File: src/rtl/sat_narrow_pkg.sv
package sat_narrow_pkg;
    localparam int NUM_SIZES = 3;
    localparam logic [1:0] SIZE_ILLEGAL = 2'b11;

    typedef enum logic {
        STK_CLEAR = 1'b0,
        STK_SET   = 1'b1
    } sticky_state_t;
endpackage

File: src/rtl/lane_clamp.sv
module lane_clamp #(
    parameter int OUT_W = 8
) (
    input  logic [2*OUT_W-1:0] wide_in,
    output logic [OUT_W-1:0]   narrow_out,
    output logic               clamped
);
    logic is_neg;
    logic too_big;

    always_comb begin
        is_neg  = wide_in[2*OUT_W-1];
        too_big = |wide_in[2*OUT_W-1:OUT_W];
        if (is_neg) begin
            narrow_out = '0;
            clamped    = 1'b1;
        end else if (too_big) begin
            narrow_out = '1;
            clamped    = 1'b1;
        end else begin
            narrow_out = wide_in[OUT_W-1:0];
            clamped    = 1'b0;
        end
    end
endmodule

File: src/rtl/narrow_bank.sv
module narrow_bank #(
    parameter int VEC_W  = 128,
    parameter int ELEM_W = 8
) (
    input  logic [VEC_W-1:0]   src,
    output logic [VEC_W/2-1:0] res,
    output logic               sat_any,
    output logic               sat_lane0
);
    localparam int HALF_W = VEC_W / 2;
    localparam int LANES  = HALF_W / ELEM_W;

    logic [LANES-1:0] lane_sat;

    for (genvar l = 0; l < LANES; l++) begin : g_lane
        lane_clamp #(.OUT_W(ELEM_W)) u_clamp (
            .wide_in   (src[l*2*ELEM_W +: 2*ELEM_W]),
            .narrow_out(res[l*ELEM_W +: ELEM_W]),
            .clamped   (lane_sat[l])
        );
    end

    assign sat_any   = |lane_sat;
    assign sat_lane0 = lane_sat[0];
endmodule

File: src/rtl/sat_narrow_unit.sv
module sat_narrow_unit
    import sat_narrow_pkg::*;
#(
    parameter int VEC_W = 128
) (
    input  logic             clk,
    input  logic             rst_n,
    input  logic             in_valid,
    input  logic [VEC_W-1:0] src_vec,
    input  logic [VEC_W-1:0] prev_dst,
    input  logic [1:0]       lane_size,
    input  logic             hi_half,
    input  logic             scalar_sel,
    input  logic             sat_clear,
    output logic [VEC_W-1:0] dst_out,
    output logic             op_sat,
    output logic             bad_size,
    output logic             sticky_sat
);
    localparam int HALF_W = VEC_W / 2;

    logic [HALF_W-1:0]    bank_res [NUM_SIZES];
    logic [NUM_SIZES-1:0] bank_sat_any;
    logic [NUM_SIZES-1:0] bank_sat_l0;

    for (genvar g = 0; g < NUM_SIZES; g++) begin : g_bank
        narrow_bank #(.VEC_W(VEC_W), .ELEM_W(8 << g)) u_bank (
            .src      (src_vec),
            .res      (bank_res[g]),
            .sat_any  (bank_sat_any[g]),
            .sat_lane0(bank_sat_l0[g])
        );
    end

    logic             legal;
    logic [VEC_W-1:0] nxt_dst;
    logic             nxt_sat;
    logic [HALF_W-1:0] scalar_res;
    logic             set_evt;

    assign legal = (lane_size != SIZE_ILLEGAL);

    always_comb begin
        scalar_res = '0;
        nxt_sat    = 1'b0;
        nxt_dst    = dst_out;
        unique case (lane_size)
            2'd0: begin
                scalar_res[7:0] = bank_res[0][7:0];
                nxt_sat = scalar_sel ? bank_sat_l0[0] : bank_sat_any[0];
            end
            2'd1: begin
                scalar_res[15:0] = bank_res[1][15:0];
                nxt_sat = scalar_sel ? bank_sat_l0[1] : bank_sat_any[1];
            end
            2'd2: begin
                scalar_res[31:0] = bank_res[2][31:0];
                nxt_sat = scalar_sel ? bank_sat_l0[2] : bank_sat_any[2];
            end
            default: begin
                nxt_sat = 1'b0;
            end
        endcase
        if (legal) begin
            if (scalar_sel) begin
                nxt_dst = {{HALF_W{1'b0}}, scalar_res};
            end else if (hi_half) begin
                nxt_dst = {bank_res[lane_size], prev_dst[HALF_W-1:0]};
            end else begin
                nxt_dst = {{HALF_W{1'b0}}, bank_res[lane_size]};
            end
        end
    end

    assign set_evt = in_valid && legal && nxt_sat;

    always_ff @(posedge clk or negedge rst_n) begin
        if (!rst_n) begin
            dst_out  <= '0;
            op_sat   <= 1'b0;
            bad_size <= 1'b0;
        end else if (in_valid) begin
            dst_out  <= nxt_dst;
            op_sat   <= legal && nxt_sat;
            bad_size <= !legal;
        end
    end

    sticky_state_t stk_state, stk_next;

    always_ff @(posedge clk or negedge rst_n) begin
        if (!rst_n) stk_state <= STK_CLEAR;
        else        stk_state <= stk_next;
    end

    always_comb begin
        stk_next = stk_state;
        unique case (stk_state)
            STK_CLEAR: if (set_evt) stk_next = STK_SET;
            STK_SET:   if (sat_clear && !set_evt) stk_next = STK_CLEAR;
            default:   stk_next = STK_CLEAR;
        endcase
    end

    assign sticky_sat = (stk_state == STK_SET);


    illegal_size_chk: assert property (@(posedge clk) disable iff (!rst_n)
        (in_valid && lane_size == 2'b11) |=> (bad_size && !op_sat && $stable(dst_out)));


    low_half_clear_chk: assert property (@(posedge clk) disable iff (!rst_n)
        (in_valid && lane_size != 2'b11 && !hi_half) |=> (dst_out[VEC_W-1:HALF_W] == '0));


    high_half_keep_chk: assert property (@(posedge clk) disable iff (!rst_n)
        (in_valid && lane_size != 2'b11 && hi_half && !scalar_sel)
        |=> (dst_out[HALF_W-1:0] == $past(prev_dst[HALF_W-1:0])));


    sticky_follows_sat_chk: assert property (@(posedge clk) disable iff (!rst_n)
        (in_valid && lane_size != 2'b11) |=> (!op_sat || sticky_sat));


    sticky_fall_needs_clear_chk: assert property (@(posedge clk) disable iff (!rst_n)
        $fell(sticky_sat) |-> $past(sat_clear));


    idle_hold_chk: assert property (@(posedge clk) disable iff (!rst_n)
        !in_valid |=> ($stable(dst_out) && $stable(op_sat) && $stable(bad_size)));
endmodule

File: config.mk
export PLATFORM = sky130hd
export DESIGN_NAME = sat_narrow_unit
export DESIGN_NICKNAME = d
export VERILOG_FILES = /design/src/rtl/sat_narrow_pkg.sv /design/src/rtl/lane_clamp.sv /design/src/rtl/narrow_bank.sv /design/src/rtl/sat_narrow_unit.sv
export SDC_FILE = /design/constraint.sdc
export NUM_CORES = 1
export LEC_CHECK = 0
export BUFFER_PORTS_ARGS = -buffer_cell sky130_fd_sc_hd__buf_2
export CAP_MARGIN = 25
export CORE_AREA = 2 2 155 157
export CTS_CLUSTER_SIZE = 14
export DETAILED_ROUTE_END_ITERATION = 16
export DIE_AREA = 0 0 157 159
export PLACE_DENSITY = 0.69
export SKIP_CTS_REPAIR_TIMING = 1
export SLEW_MARGIN = 0
export SYNTH_ARGS = -nofsm -noshare
export SYNTH_HDL_FRONTEND = slang
export SYNTH_SLANG_ARGS = --single-unit
File: constraint.sdc
create_clock -name clk -period 1.1 [get_ports clk]
set_clock_uncertainty 0.1 [all_clocks]
set_input_delay 0.055 -clock clk [delete_from_list [all_inputs] [get_ports clk]]
set_output_delay 0.055 -clock clk [all_outputs]
set_load 0.03 [all_outputs]
==> results of run 1 <==
==> state kept, by name (all words and copies together) (netlist names) <==
signal and count:
bad_size 1, dst_out 128, op_sat 1, sticky_sat 1
==> metrics by stage <==
step                      utilization  total power, mW  setup slack [ns]  cell area, sq um  std cells
after floorplan                     -             7.81             -1.20              7850        842
after global placement          0.481             9.86             -1.34             11200       1627
after detailed placement        0.481             9.90             -1.40             11200       1627
after CTS                       0.508             16.1            -0.954             11800       1659
after global routing            0.637             18.3            -0.908             14800       1814
final                           0.638             17.6            -0.871             14800       1816
==> per-layer routing <==
layer | GRT usage | share of wire | up-vias | routed length (um)
li1 | - | - | 4501 | -
met1 | 0.333 | 0.40 | 4879 | 15000
met2 | 0.450 | 0.51 | 543 | 19200
met3 | 0.0558 | 0.068 | 96 | 2600
met4 | 0.0646 | 0.030 | 0 | 1130
met5 | 0 | 0 | - | 0
==> power groups by stage <==
stage / logic, mW / registers (mW) / clock network [mW]
final: 5.69 / 5.70 / 6.24
after detailed placement: 4.25 / 5.65 / 0
after global placement: 4.22 / 5.64 / 0
after floorplan: 1.23 / 6.58 / 0
after global routing: 6.01 / 5.73 / 6.52
after CTS: 4.26 / 5.57 / 6.30
==> worst max path at each step <==
stage | from | end | slack, ns | depth (start not counted)
finish | src_vec[125] | sticky_sat$_DFF_PN0_ | -0.87 | 8
detailed placement | src_vec[116] | dst_out[38]$_DFFE_PN0P_ | -1.40 | 9
global placement | src_vec[116] | sticky_sat$_DFF_PN0_ | -1.34 | 8
global route | src_vec[125] | dst_out[43]$_DFFE_PN0P_ | -0.91 | 9
floorplan | src_vec[116] | dst_out[126]$_DFFE_PN0P_ | -1.20 | 9
CTS | src_vec[116] | dst_out[38]$_DFFE_PN0P_ | -0.95 | 9
==> cells in the mapped netlist, drive strengths merged (6+ instances only) <==
library cell,count
clkbuf,55
nand2,69
a21o,27
buf,8
o221ai,9
dfrtp,131
nor4,25
inv,10
nor3,32
or4,6
a31o,10
nand2b,13
o211a,7
o21ai,135
o211ai,27
nand4,6
a22o,29
nand3,14
o22ai,8
mux2,6
a32o,15
nor2,74
a22oi,24
a21oi,38
==> logic make-up (layout without fill, tap and decap cells) <==
logic type                 Yosys count  in the layout  share of synthesized area
and+or+nand+nor                    257            257                      0.163
other                                0              4                          0
AOI/OAI and AO/OA                  369            369                      0.337
muxes                                7              7                     0.0104
buffers and inverters               73            724                     0.0394
adders and majority gates            5              5                    0.00843
DFF                                131            131                      0.442
==> area by class of cell <==
type                            instances  area [sq um]
Antenna cell                            4          10.0
Timing Repair Buffer                  682          5650
Sequential cell                       131          3280
Fill cell                            1844          8400
Clock buffer                           17           425
Multi-Input combinational cell        638          4780
Tap cell                              319           399
Inverter                               10          37.5
Clock inverter                         15           204
==> worst reg2reg max path: cells and delay by family (launching register included) <==
family / cells / cell delay (ns)
flip-flops: 1 / 0.40
AO/OA/AOI/OAI: 2 / 0.56
==> impl_metrics.py, run 1 <==
metrics = {
    "route": {
        "vias": 10000,
        "first_iter_violations": 733,
        "first_pass_iters": 5,
        "wl_um": 38000,
        "drc_errors": 0,
        "drtAntennaViolNets": 0,
        "post_drt_wl_per_cell_um": 20.9,
        "viasPerCell": 5.52,
    },
    "pwr": {
        "switching_power_mw": 5.77,
        "combPwrFrac": 0.323,
        "powerDensity_nw_per_um2": 1190,
        "switching_share": 0.327,
        "p_seq_frac": 0.323,
        "p_int_mw": 11.9,
        "power.leakage_nw": 6.97,
        "max-vdd-ir-drop_uv": 826,
        "clock_power_share": 0.354,
    },
    "worst_setup_path": {
        "cpLargestDelayFamily": "simple AND/OR/NAND/NOR gates",
        "cp_data_arrival_time_ns": 2.17,
        "worstPathMaxFanout": 5,
        "reg2regPathDepth": 2,
        "slowest_delay_ns": 0.60,
        "worst_r2r_endpoint": "dst_out[20]$_DFFE_PN0P_",
        "cp.required_ns": 1.30,
        "r2r_setup_slack_ns": -0.08,
        "crit_buf_inv": 2,
        "setup.worst_path.start_class": "input port",
        "r2r_start": "dst_out[20]$_DFFE_PN0P_",
        "setup.worst_path.end_class": "flip-flop",
        "worstSetupPathType": "in -> reg",
        "slowest_stage": "or4_4",
        "crit_chain": "buf_6, or4_4, or4_4, buf_6, o21ai_0, a21o_1, a311o_1, o21ai_1",
    },
    "timing": {
        "rsz0062_at_grt": "true",
        "drv_slew": 0,
        "tightestPinTransition_ns": 0.741,
        "fmax_ghz": 0.507,
        "setup_viol_count_final": 259,
        "fin_ws_ns": -0.871,
        "slew_headroom": 0.505,
        "min_period_ns": 1.97,
        "finalHoldViolations": 11,
        "hold_slack_ns": -0.0388,
        "tns_ns": -80.47,
        "period_share": 1.79,
    },
    "logic_synthesis": {
        "synth_cell_types": 57,
        "ys_seq_area_frac": 0.442,
        "synth_edf_count": 0,
        "syn_nets": 1111,
        "yosysTopAreaCellShare": 0.442,
        "ys.flop_type": "dfrtp_1",
        "synthArstFlopShare": 1.00,
        "avgSynthCellArea_sq_um": 8.82,
        "ys_seq_elements": 131,
        "yosysTopAreaCell": "dfrtp_1",
        "syn-cell-area_sq_um": 7420,
        "ys_warn_count": 0,
        "synth.top_cells.by_area": "dfrtp_1 44%, o21ai_0 8.2%, nor2_1 3.7%, nand2_1 3.5%, a22o_1 3.4%",
        "synthCells": 842,
    },
    "clocking": {
        "htreeDepth": 4,
        "clkTransAtPathRegs_ns": 0.06,
        "cts_num_sinks": 131,
        "clock-root-buffer": "clkbuf_16",
        "clkLatencyLatePin_ns": 0.42,
        "cts_tree": "yes",
        "clockBufferDepth": 2,
        "numCtsBuffers": 17,
    },
    "floorplan": {
        "ios": 395,
        "die_area_sq_um": 25000,
        "initial_core_util": 0.320,
        "rows": 56,
        "dieHeight_um": 159,
        "fp.coreArea_sq_um": 23200,
        "die_w_um": 157,
    },
    "worst_hold_path": {
        "hold_class": "in -> reg",
        "whs_endpoint": "dst_out[29]$_DFFE_PN0P_",
        "hold_start": "src_vec[29]",
        "worstHoldPathCells": 4,
    },
    "final_layout": {
        "syn_to_final_growth_pct": 99.2,
        "final_common_cell": "buf_4",
        "drive_gt1_frac": 0.522,
        "nNetsFinal": 1749,
        "final_cell_mix": "227 x buf_4, 191 x buf_2, 153 x buf_6",
    },
    "global_route": {
        "overflow": 0,
        "grt_pass1_wl_um": 50600,
        "grt_max_degree": 85,
        "antenna_found_initial": 3,
        "grt_use_total": 0.261,
        "grt_pass1_vias": 9096,
    },
    "status": {
        "violations": "negative hold slack, negative setup slack",
        "status": "finished with violations",
    },
    "placed_design": {
        "routabilityCongestion": 0.881,
        "post-dp-hpwl_um": 25900,
        "io_buffer_count": 330,
    },
    "job": {
        "cap_viol_max_count": 0,
    },
}
(Power assumes the default switching activity.)
==> run 2: changes to the inputs <==
--- a/config.mk
+++ b/config.mk
@@ -7,11 +7,12 @@
 export LEC_CHECK = 0
 export BUFFER_PORTS_ARGS = -buffer_cell sky130_fd_sc_hd__buf_2
 export CAP_MARGIN = 25
-export CORE_AREA = 2 2 155 157
+export CELL_PAD_IN_SITES_DETAIL_PLACEMENT = 0
+export CELL_PAD_IN_SITES_GLOBAL_PLACEMENT = 1
+export CORE_UTILIZATION = 29
 export CTS_CLUSTER_SIZE = 14
 export DETAILED_ROUTE_END_ITERATION = 16
-export DIE_AREA = 0 0 157 159
-export PLACE_DENSITY = 0.69
+export PLACE_DENSITY = 0.84
 export SKIP_CTS_REPAIR_TIMING = 1
 export SLEW_MARGIN = 0
 export SYNTH_ARGS = -nofsm -noshare
==> run 2 against run 1 <==
Compared with the run above:
- the flow still finishes with violations (negative hold slack, negative setup slack)
- largest cell class unchanged
- worst hold slack got worse by 0.16 ns
- combinational power rose by 2%
- count of clock-buffer cells in the layout rose by 1
- design area rose by 2.9%
- critical endpoint is now dst_out[117]$_DFFE_PN0P_
==> impl_metrics.py, run 2 (synthesized netlist as in run 1, its figures left out) <==
metrics = {
    "final_layout": {
        "regMostFlops": "dst_out",
        "final_cell_mix": "246 x buf_4, 185 x buf_2, 163 x buf_6",
        "final_common_cell": "buf_4",
        "fin_area_sq_um": 15200,
        "syn_to_final_growth_pct": 105,
        "nNetsFinal": 1778,
        "drive_gt1_frac": 0.537,
        "n_fill_cell": 2123,
        "largest_register_ffs": 128,
    },
    "floorplan": {
        "dieHeight_um": 162,
        "rows": 58,
        "initial_core_util": 0.296,
        "die_area_sq_um": 26200,
        "ios": 395,
        "fp.coreArea_sq_um": 25100,
        "die_w_um": 162,
    },
    "global_route": {
        "grt_max_degree": 41,
        "grt_pass1_vias": 8954,
        "overflow": 0,
        "grt_use_total": 0.256,
        "grt_pass1_wl_um": 50900,
        "antenna_found_initial": 4,
    },
    "worst_hold_path": {
        "hold_class": "in -> reg",
        "hold_start": "src_vec[1]",
    },
    "clocking": {
        "htreeDepth": 4,
        "numCtsBuffers": 17,
        "clock-root-buffer": "clkbuf_16",
        "cts_num_sinks": 131,
        "clkLatencyLatePin_ns": 0.42,
        "cts_tree": "yes",
        "clockBufferDepth": 2,
        "clkTransAtPathRegs_ns": 0.07,
    },
    "pwr": {
        "power.leakage_nw": 7.16,
        "powerDensity_nw_per_um2": 1160,
        "max-vdd-ir-drop_uv": 1210,
    },
    "route": {
        "drtAntennaViolNets": 0,
        "drc_errors": 0,
        "post_drt_wl_per_cell_um": 20.2,
        "viasPerCell": 5.38,
        "vias": 9979,
        "wl_um": 37500,
        "first_pass_iters": 5,
        "first_iter_violations": 595,
    },
    "worst_setup_path": {
        "setup.worst_path.start_class": "input port",
        "worstSetupPathType": "in -> reg",
        "crit_path_frequent_cell": "or4_4",
        "cp_data_arrival_time_ns": 2.20,
        "crit_buf_inv": 2,
        "crit_chain": "buf_6, or4_4, or4_4, buf_12, mux2_4, o21ai_2, o21ai_1, a22o_1",
        "r2r_start": "dst_out[20]$_DFFE_PN0P_",
        "worstPathMaxFanout": 7,
        "slowest_stage": "or4_4",
        "cp.required_ns": 1.31,
        "cpLargestDelayFamily": "simple AND/OR/NAND/NOR gates",
        "crit_start": "src_vec[124]",
        "setup.worst_path.end_class": "flip-flop",
        "slowest_delay_ns": 0.59,
    },
    "timing": {
        "finalHoldViolations": 22,
        "fmax_ghz": 0.502,
        "slew_headroom": 0.671,
        "rsz0062_at_grt": "true",
        "setup_viol_count_final": 257,
        "fin_ws_ns": -0.894,
        "drv_slew": 0,
        "min_period_ns": 1.99,
        "hold_slack_ns": -0.204,
        "period_share": 1.81,
        "tightestPinTransition_ns": 0.489,
    },
    "job": {
        "cap_viol_max_count": 0,
    },
    "status": {
        "violations": "negative hold slack, negative setup slack",
        "status": "finished with violations",
    },
    "placed_design": {
        "placed_area_sq_um": 11400,
        "routabilityCongestion": 0.909,
        "post-dp-hpwl_um": 26700,
        "io_buffer_count": 330,
    },
}
run 2: changes by cell type in the layout (fill, tap and decap cells not counted), sizes merged:
cell / delta
buf: +28
bufinv: -1
clkbuf: +4
clkinv: -4
diode: -2
dlygate4sd3: -3
inv: +4
or2: +1
run 2: routing by layer:
| metal | wire length [um] | vias to the layer above | GRT usage | part of all wire |
|---|---|---|---|---|
| met2 | 18700 | 480 | 0.425 | 0.50 |
| met3 | 2620 | 88 | 0.0567 | 0.070 |
| met1 | 14900 | 4847 | 0.325 | 0.40 |
| li1 | - | 4560 | - | - |
| met4 | 1270 | 4 | 0.0948 | 0.034 |
| met5 | 21 | - | 0 | 0.00056 |
run 2: layout make-up:
class                      count  area [sq um]  share of cell area
antenna                        2          5.00            0.000329
clock inverter                14           190              0.0125
sequential                   131          3280               0.215
tap                          330           413              0.0271
multi-input combinational    639          4870               0.320
inverter                      10          37.5             0.00247
timing repair buffer         710          5980               0.393
clock buffer                  18           439              0.0289
run 2: tightest hold or removal path, delay by kind of cell:
family	cells	cell delay [ns]
and+or+nand+nor	1	0.07
buffers and inverters	1	0.09
AOI/OAI and AO/OA	1	0.08
run 2: metrics by stage:
step	power (mW)	cells	utilization	setup WS [ns]	setup TNS, ns
floorplan	7.81	842	-	-1.20	-101.54
global placement	9.95	1661	0.454	-1.37	-142.96
detailed placement	10.0	1661	0.454	-1.38	-144.69
CTS	16.2	1693	0.479	-0.940	-95.78
global route	18.4	1854	0.606	-0.924	-92.85
finish	17.6	1854	0.606	-0.894	-83.42
run 2: worst paths after layout:
path,endpoint,slack [ns],depth (start not counted)
min reg2reg,dst_out[66]$_DFFE_PN0P_,0.40,1
max in group asynchronous,dst_out[16]$_DFFE_PN0P_,0.44,3
max reg2reg,dst_out[20]$_DFFE_PN0P_,-0.07,2
min in group asynchronous,dst_out[43]$_DFFE_PN0P_,-0.07,2
max,dst_out[117]$_DFFE_PN0P_,-0.89,8
min,dst_out[1]$_DFFE_PN0P_,-0.20,3
run 2: power by group:
group | total [mW] | internal [mW] | leakage, nW | switching, mW
Combinational | 5.81 | 2.85 | 5.12 | 2.96
Clock | 6.15 | 3.71 | 0.306 | 2.44
Sequential | 5.69 | 5.29 | 1.74 | 0.397
